`config.mk`:
```
export PLATFORM = sky130hd
export DESIGN_NAME = fsync_rx
export DESIGN_NICKNAME = d
export VERILOG_FILES = /design/src/rtl/fsync_rx.sv
export SDC_FILE = /design/constraint.sdc
export NUM_CORES = 1
export LEC_CHECK = 0
export BUFFER_PORTS_ARGS = -buffer_cell sky130_fd_sc_hd__buf_2
export CAP_MARGIN = 10
export CELL_PAD_IN_SITES_DETAIL_PLACEMENT = 1
export CELL_PAD_IN_SITES_GLOBAL_PLACEMENT = 1
export CORE_ASPECT_RATIO = 0.5
export CORE_MARGIN = 3
export CORE_UTILIZATION = 41
export CTS_BUF_LIST = sky130_fd_sc_hd__clkbuf_2
export DETAILED_ROUTE_END_ITERATION = 16
export HOLD_SLACK_MARGIN = 0.08
export PLACE_DENSITY = 0.64
export SYNTH_ARGS = -nofsm -noshare
export SYNTH_HDL_FRONTEND = slang
export SYNTH_SLANG_ARGS = --single-unit
export TNS_END_PERCENT = 100
```
`constraint.sdc`:
```
create_clock -name clk -period 2 [get_ports clk]
set_input_delay 0.2 -clock clk [delete_from_list [all_inputs] [get_ports clk]]
set_output_delay 0.2 -clock clk [all_outputs]
set_load 0.01 [all_outputs]
```
`src/rtl/fsync_rx.sv`:
```
module fsync_rx #(
  parameter int W = 32
) (
  input  logic         clk,
  input  logic         rst_n,
  input  logic         bclk,
  input  logic         fsync,
  input  logic         sdata,
  input  logic [1:0]   dly,
  input  logic         rd,
  output logic [W-1:0] rdata,
  output logic         valid,
  output logic         overrun
);
  localparam int CW = $clog2(W + 1);
  localparam logic [CW-1:0] LAST = CW'(W - 1);

  typedef enum logic [1:0] {S_IDLE, S_WAIT, S_SHIFT} st_t;

  st_t          st;
  logic         bclk_q, fs_prev, rbuf_full;
  logic [1:0]   rem;
  logic [CW-1:0] cnt;
  logic [W-1:0] sr, rbuf;

  wire       fall    = bclk_q & ~bclk;
  wire [1:0] dly_eff = (dly == 2'b11) ? 2'b10 : dly;
  wire       start   = fall && st == S_IDLE && fsync && !fs_prev;
  wire       sample  = fall && ((start && dly_eff == 2'd0) ||
                                (st == S_WAIT && rem == 2'd1) ||
                                st == S_SHIFT);
  wire       last    = fall && st == S_SHIFT && cnt == LAST;
  wire [W-1:0] sr_nx = {sr[W-2:0], sdata};
  wire       drop    = rbuf_full && valid && !rd;

  always_ff @(posedge clk or negedge rst_n) begin
    if (!rst_n) begin
      bclk_q  <= 1'b0;
      fs_prev <= 1'b0;
    end else begin
      bclk_q <= bclk;
      if (fall) fs_prev <= fsync;
    end
  end

  always_ff @(posedge clk or negedge rst_n) begin
    if (!rst_n) begin
      st  <= S_IDLE;
      rem <= 2'd0;
      cnt <= '0;
      sr  <= '0;
    end else begin
      if (sample) sr <= sr_nx;
      case (st)
        S_IDLE: if (start) begin
          if (dly_eff == 2'd0) begin
            st  <= S_SHIFT;
            cnt <= CW'(1);
          end else begin
            st  <= S_WAIT;
            rem <= dly_eff;
          end
        end
        S_WAIT: if (fall) begin
          if (rem == 2'd1) begin
            st  <= S_SHIFT;
            cnt <= CW'(1);
          end else rem <= rem - 2'd1;
        end
        S_SHIFT: if (fall) begin
          if (cnt == LAST) st <= S_IDLE;
          else cnt <= cnt + CW'(1);
        end
        default: st <= S_IDLE;
      endcase
    end
  end

  always_ff @(posedge clk or negedge rst_n) begin
    if (!rst_n) begin
      rbuf      <= '0;
      rbuf_full <= 1'b0;
      rdata     <= '0;
      valid     <= 1'b0;
      overrun   <= 1'b0;
    end else begin
      if (last) begin
        rbuf      <= sr_nx;
        rbuf_full <= 1'b1;
      end else if (rbuf_full) rbuf_full <= 1'b0;

      if (rbuf_full && !drop) begin
        rdata <= rbuf;
        valid <= 1'b1;
      end else if (rd) valid <= 1'b0;

      if (drop) overrun <= 1'b1;
      else if (rd) overrun <= 1'b0;
    end
  end

  AST_VALID_HELD: assert property (@(posedge clk) disable iff (!rst_n)
    (valid && !rd) |=> valid);
  AST_DATA_KEPT: assert property (@(posedge clk) disable iff (!rst_n)
    (valid && !rd) |=> $stable(rdata));
  AST_OVR_STICKY: assert property (@(posedge clk) disable iff (!rst_n)
    (overrun && !rd) |=> overrun);
  AST_VALID_FROM_BUF: assert property (@(posedge clk) disable iff (!rst_n)
    $rose(valid) |-> $past(rbuf_full));
  AST_BUSY_NO_RESTART: assert property (@(posedge clk) disable iff (!rst_n)
    (st == S_SHIFT && cnt != LAST) |=> st == S_SHIFT);
  AST_CNT_RANGE: assert property (@(posedge clk) disable iff (!rst_n)
    cnt <= LAST);
endmodule

```
== Word-level counts from Yosys, hierarchy flattened ==
Cells that the tools add are included.
Word-level totals
  ROM bits: 0
  bits in writable memories: 0
  memories: 0
  bits in registers: 110
  bits of input ports: 8
  latch bits: 0
Operators by class
  muxes and demuxes: 24
  bitwise logic cells: 2
  shifts and indexed selects: 0
  $add $sub $neg: 2
  order comparisons: 0
  multiply operators: 0
  divide/modulo/power cells: 0
  reductions and logical operators: 25
  equality and inequality tests: 14
Operator list (count)
  $mux 6: 6
  $mux 2: 11
  $pmux 6 s3: 1
  $ne 2x2->1 const B: 6
  $logic_and 1x1->1: 11
  $reduce_and 5->1: 2
  $reduce_and 7->1: 1
  $add 6x1->6 const B: 1
  $eq 6x5->1 const B: 1
  $ne 2x1->1 const B: 3
  $pmux 2 s3: 1
  $reduce_bool 2->1: 3
  $eq 2x1->1 const B: 2
  $eq 2x2->1 const B: 2
  $logic_not 2->1: 2
  $mux 1: 4
  $pmux 2 s2: 1
  $logic_not 1->1: 3
  $reduce_bool 3->1: 1
  $logic_or 1x1->1: 2
  $sub 2x1->2 const B: 1
  $and 1x1->1: 1
  $not 1->1: 1

== Depth between registers and ports, before layout ==
  depth in word-level cells: 9
  gate-level depth with buffers: 7
  mapped depth without buffers: 5

== Worst setup path after synthesis ==
No wires, ideal clock.
  kind: reg2reg
  from: reg cnt[0]
  to: reg rbuf[10]
  data required time: 1.875 ns
  clock period less this slack: 1.795 ns
  slack: 0.205 ns
  setup time: 0.125 ns
  stages on the path, launching flop included: 7
  data arrival time: 1.670 ns
  path through: dfrtp_1 ha_1 nand4_1 or2_1 nor2_4 buf_6 mux2_2
On the way
  word-level cells in the longest chain between the ends: 2
RTL lines
  start, declared: RTL line 23  | logic [CW-1:0] cnt;
  start signal, assigned: RTL line 72  | else cnt <= cnt + CW'(1);
  $eq 6x5->1: RTL line 32  | wire last = fall && st == S_SHIFT && cnt == LAST;
  $logic_and 1x1->1: RTL line 32
  end signal, assigned: RTL line 88  | rbuf <= sr_nx;
  end, declared: RTL line 24  | logic [W-1:0] sr, rbuf;
Every way passes these cells.
A chain may end at the register's enable or synchronous reset.

== Worst setup path after layout ==
  from: reg cnt[0]
  to: reg rbuf[28]
Same word-level chain as after synthesis.

==> flow_summary_export.csv <==
group,metric,value,unit
clock_network,clock_insertion_delay_at_the_later_pin_of_the_skew_report,580,ps
synth,yosys.area.top_type_share,0.618,
worst_hold_path,worst_hold_path.num_cells,3,
sta,final-max-slew-violation-count,0,
floorplanning,fp-row-count,26,
route,drt_wl_total,7890,um
route,vias_per_cell,5.06,
status,status,"finished, final reports clean",
setup_path,reg2reg_from,"cnt[0]$_DFFE_PN0P_",
synth,synthDistinctLibCells,38,
synth,asyncSetResetFlopFracSynth,1.00,
power,finalPower,3.92,mW
synth,synthSimpleGateAreaFrac,0.0480,
setup_path,critPathSlowestCell,"sky130_fd_sc_hd__dfrtp_1",
route,avgRoutedWirePerCell,16.0,um
synth,post-synth-top-count-cell,"sky130_fd_sc_hd__dfrtp_1",
global_routing,grt_pass1_vias,2683,
setup_path,critical_path_buf_inv_count,1,
sta,rsz_0062_raised_after_global_routing,"false",
setup_path,start_kind,"flop",
finish,diodes,0,
global_routing,overflow,0,
global_routing,grt_use_total,0.142,
synth,synthDominantAreaCellType,"sky130_fd_sc_hd__dfrtp_1",
job,max_cap_violations,0,
finish,fin_nets,357,
clock_network,clock_sink_count,110,
synth,synth-compound-area-share,0.0337,
power,power_leakage,2.73,nW
synth,synthesis.yosys.warnings,0,
worst_hold_path,worst_hold_path.endpoint,"overrun$_DFFE_PN0P_",
clock_network,clock_tree_from_tritoncts,"yes",
sta,fin_worst_skew,25.7,ps
route,initialDrtViolationCount,101,
floorplanning,dieArea,0.0122,mm2
synth,post_synth_most_frequent_cells,"sky130_fd_sc_hd__dfrtp_1 (110), sky130_fd_sc_hd__mux2_2 (65), sky130_fd_sc_hd__mux2_4 (20)",
synth,synth-seq-area-share,0.618,
setup_path,worstPathMaxFanout,17,
synth,synth_mux_area_frac,0.266,
floorplanning,pin_count,42,
placed_design,detailed_place_hpwl,5490,um
placed_design,gp_routability_congestion,0.764,
setup_path,worstPathRequired,2480,ps
placed_design,io_buffer_count,41,
synth,synth.avg_cell_area,15.7,um2
setup_path,timing.critical_path.to_type,"flop",
setup_path,critical_path.top_delay_family,"simple AND/OR/NAND/NOR gates",
floorplanning,die_y,79.7,um
floorplanning,floorplan.initialDensity,0.429,
route,detail_route.drc_violations,0,
placed_design,placed_cells,465,
floorplanning,die_width,153,um
sta,finalHoldViolCount,0,
setup_path,worst_path_cell_chain,"ha_2 -> nand4_1 -> or2_1 -> nor2_4 -> buf_12 -> mux2_2",
clock_network,path_clk_slew,280,ps
synth,synth_area_leaders,"sky130_fd_sc_hd__dfrtp_1 (62%), sky130_fd_sc_hd__mux2_2 (16%), sky130_fd_sc_hd__mux2_4 (6.7%), sky130_fd_sc_hd__mux2_1 (2.8%), sky130_fd_sc_hd__buf_6 (1.0%)",
synth,synth-adder-area-share,0.00562,
route,antenna_violating_nets_post_route,0,
setup_path,r2r.worst_path.cells,6,
finish,drive_gt1_frac,0.457,
sta,setup-tns-final,0,ps
synth,synth_edf_count,0,
synth,syn-num-nets,294,
finish,fillers,1036,
synth,synthesis.instances,284,
global_routing,initial_antenna_violation_count,0,
global_routing,maximum_number_of_pins_on_one_net_before_global_route_repair,56,
setup_path,max_stage_delay,470,ps
finish,final_util,0.492,
synth,syn-cell-area,0.00445,mm2
sta,setup_violating_endpoint_count_in_the_final_report,0,
sta,maxClockFrequency,527,MHz
sta,worst_slew_margin_rel,0.746,
setup_path,critical_path_arrival,2380,ps
route,detailroute.via_count,2491,
sta,whs,278,ps
synth,synth_seq_cells,110,
setup_path,critical_register_to_register_path_endpoint,"rbuf[28]$_DFFE_PN0P_",
sta,post-route-min-period,1900,ps
sta,worst-slew-pin-transition,376,ps
clock_network,cts_root_buf,"sky130_fd_sc_hd__clkbuf_2",
worst_hold_path,hp-start,"rd",
power,power.density,768,mW/mm2
finish,layout_stage_area_growth_over_the_synthesis_result,14.7,%
worst_hold_path,worstHoldPathType,"in2reg",
synth,synthFlopType,"sky130_fd_sc_hd__dfrtp_1",
route,drt-pass1-iter-count,4,
finish,layoutNonFillerInstCount,492,
setup_path,ff2ff_setup_slack,100,ps
sta,finalCritPeriodShare,0.949,
setup_path,timing_worst_setup_path_type,"reg2reg",
global_routing,wire_length_of_the_first_global_routing_pass,13700,um
clock_network,cts-root-to-sink-buffers,2,
clock_network,numCtsBuffers,9,
floorplanning,fp.coreArea,0.0104,mm2
power,power.ir.vdd_worst,0.000361,V
synth,synth_xor_area_frac,0,
clock_network,cts-htree-levels,3,
synth,main_combinational_cell_family_by_area_after_synthesis,"multiplexers",
where the power goes:
part,internal (mW),total [mW],switching [mW]
clock network,0.171,0.894,0.724
registers,2.34,2.45,0.113
logic,0.292,0.577,0.285
total,2.80,3.92,1.12
worst reg2reg max path, cell delays in order, from the launching register on:
cell,delay (ps)
sky130_fd_sc_hd__dfrtp_1,470
sky130_fd_sc_hd__ha_2,230
sky130_fd_sc_hd__nand4_1,100
sky130_fd_sc_hd__or2_1,290
sky130_fd_sc_hd__nor2_4,190
sky130_fd_sc_hd__buf_12,190
sky130_fd_sc_hd__mux2_2,340
stage by stage:
step / area [um2] / setup slack [ps]
floorplan: 4450 / 205
global placement: 4880 / 126
detailed placement: 4880 / 48.8
CTS: 5080 / 6.79
global route: 5110 / 18.2
finish: 5110 / 102
registers in the layout, indices dropped and copies added (netlist names):
| register | flops |
|---|---|
| rdata | 32 |
| cnt | 6 |
| rem | 2 |
| overrun | 1 |
| valid | 1 |
| fs_prev | 1 |
| bclk_q | 1 |
| st | 2 |
| sr | 31 |
| rbuf_full | 1 |
| rbuf | 32 |
placed cells by master (no fill, tap or decap), types with 2 or more instances in the layout:
master and n:
sky130_fd_sc_hd__clkinv_1 2, sky130_fd_sc_hd__mux2i_1 3, sky130_fd_sc_hd__buf_2 40, sky130_fd_sc_hd__and2b_4 2, sky130_fd_sc_hd__nand3_1 3, sky130_fd_sc_hd__mux2_4 20
sky130_fd_sc_hd__mux2_1 11, sky130_fd_sc_hd__dfrtp_1 110, sky130_fd_sc_hd__nand2b_1 5, sky130_fd_sc_hd__dlygate4sd3_1 8, sky130_fd_sc_hd__o21ai_0 4, sky130_fd_sc_hd__clkbuf_2 9
sky130_fd_sc_hd__nor3_1 5, sky130_fd_sc_hd__o31ai_1 3, sky130_fd_sc_hd__buf_12 7, sky130_fd_sc_hd__a21oi_1 5, sky130_fd_sc_hd__buf_4 8, sky130_fd_sc_hd__nor2b_1 2
sky130_fd_sc_hd__nand2_1 7, sky130_fd_sc_hd__inv_1 3, sky130_fd_sc_hd__mux2_2 65, sky130_fd_sc_hd__nor2_1 6
metal layers:
layer	vias up	routed length, um	part of all wire	track usage
li1	1137	-	-	-
met1	1310	3620	0.46	0.180
met2	33	3900	0.49	0.231
met3	11	265	0.034	0.0482
met4	0	104	0.013	0.0502
met5	-	0	0	0
final cells by class:
type	count	area [um2]	area share
Sequential cell	110	2750	0.539
Multi-Input combinational cell	160	1600	0.312
Timing Repair Buffer	63	480	0.0940
Tap cell	140	175	0.0343
Clock inverter	7	48.8	0.00955
Clock buffer	9	45.0	0.00881
Inverter	3	11.3	0.00220
worst max-delay path by stage:
stage,start,end,slack [ps],cells past startpoint
CTS,rem[0]$_DFFE_PN0P_,sr[25]$_DFFE_PN0P_,7,5
finish,cnt[0]$_DFFE_PN0P_,rbuf[28]$_DFFE_PN0P_,100,6
detailed placement,rem[0]$_DFFE_PN0P_,sr[17]$_DFFE_PN0P_,50,5
floorplan,cnt[0]$_DFFE_PN0P_,rbuf[10]$_DFFE_PN0P_,210,6
global route,cnt[0]$_DFFE_PN0P_,rbuf[28]$_DFFE_PN0P_,20,6
global placement,cnt[0]$_DFFE_PN0P_,rbuf[26]$_DFFE_PN0P_,130,6
what timing repair did:
item	4_1_cts	5_1_grt
endpoints found under the setup margin	0	60
endpoints found under the hold margin	121	0
hold buffers	9	0
gates resized for setup	0	3
buffers inserted	0	2
cell families after synthesis:
logic type,after synthesis
flip-flops,110
multiplexers,99
AND/OR/NAND/NOR,38
AO/OA/AOI/OAI,21
buffers and inverters,14
adder cells (fa/ha/maj),2
Note: power is estimated with default switching activity, not from simulation.
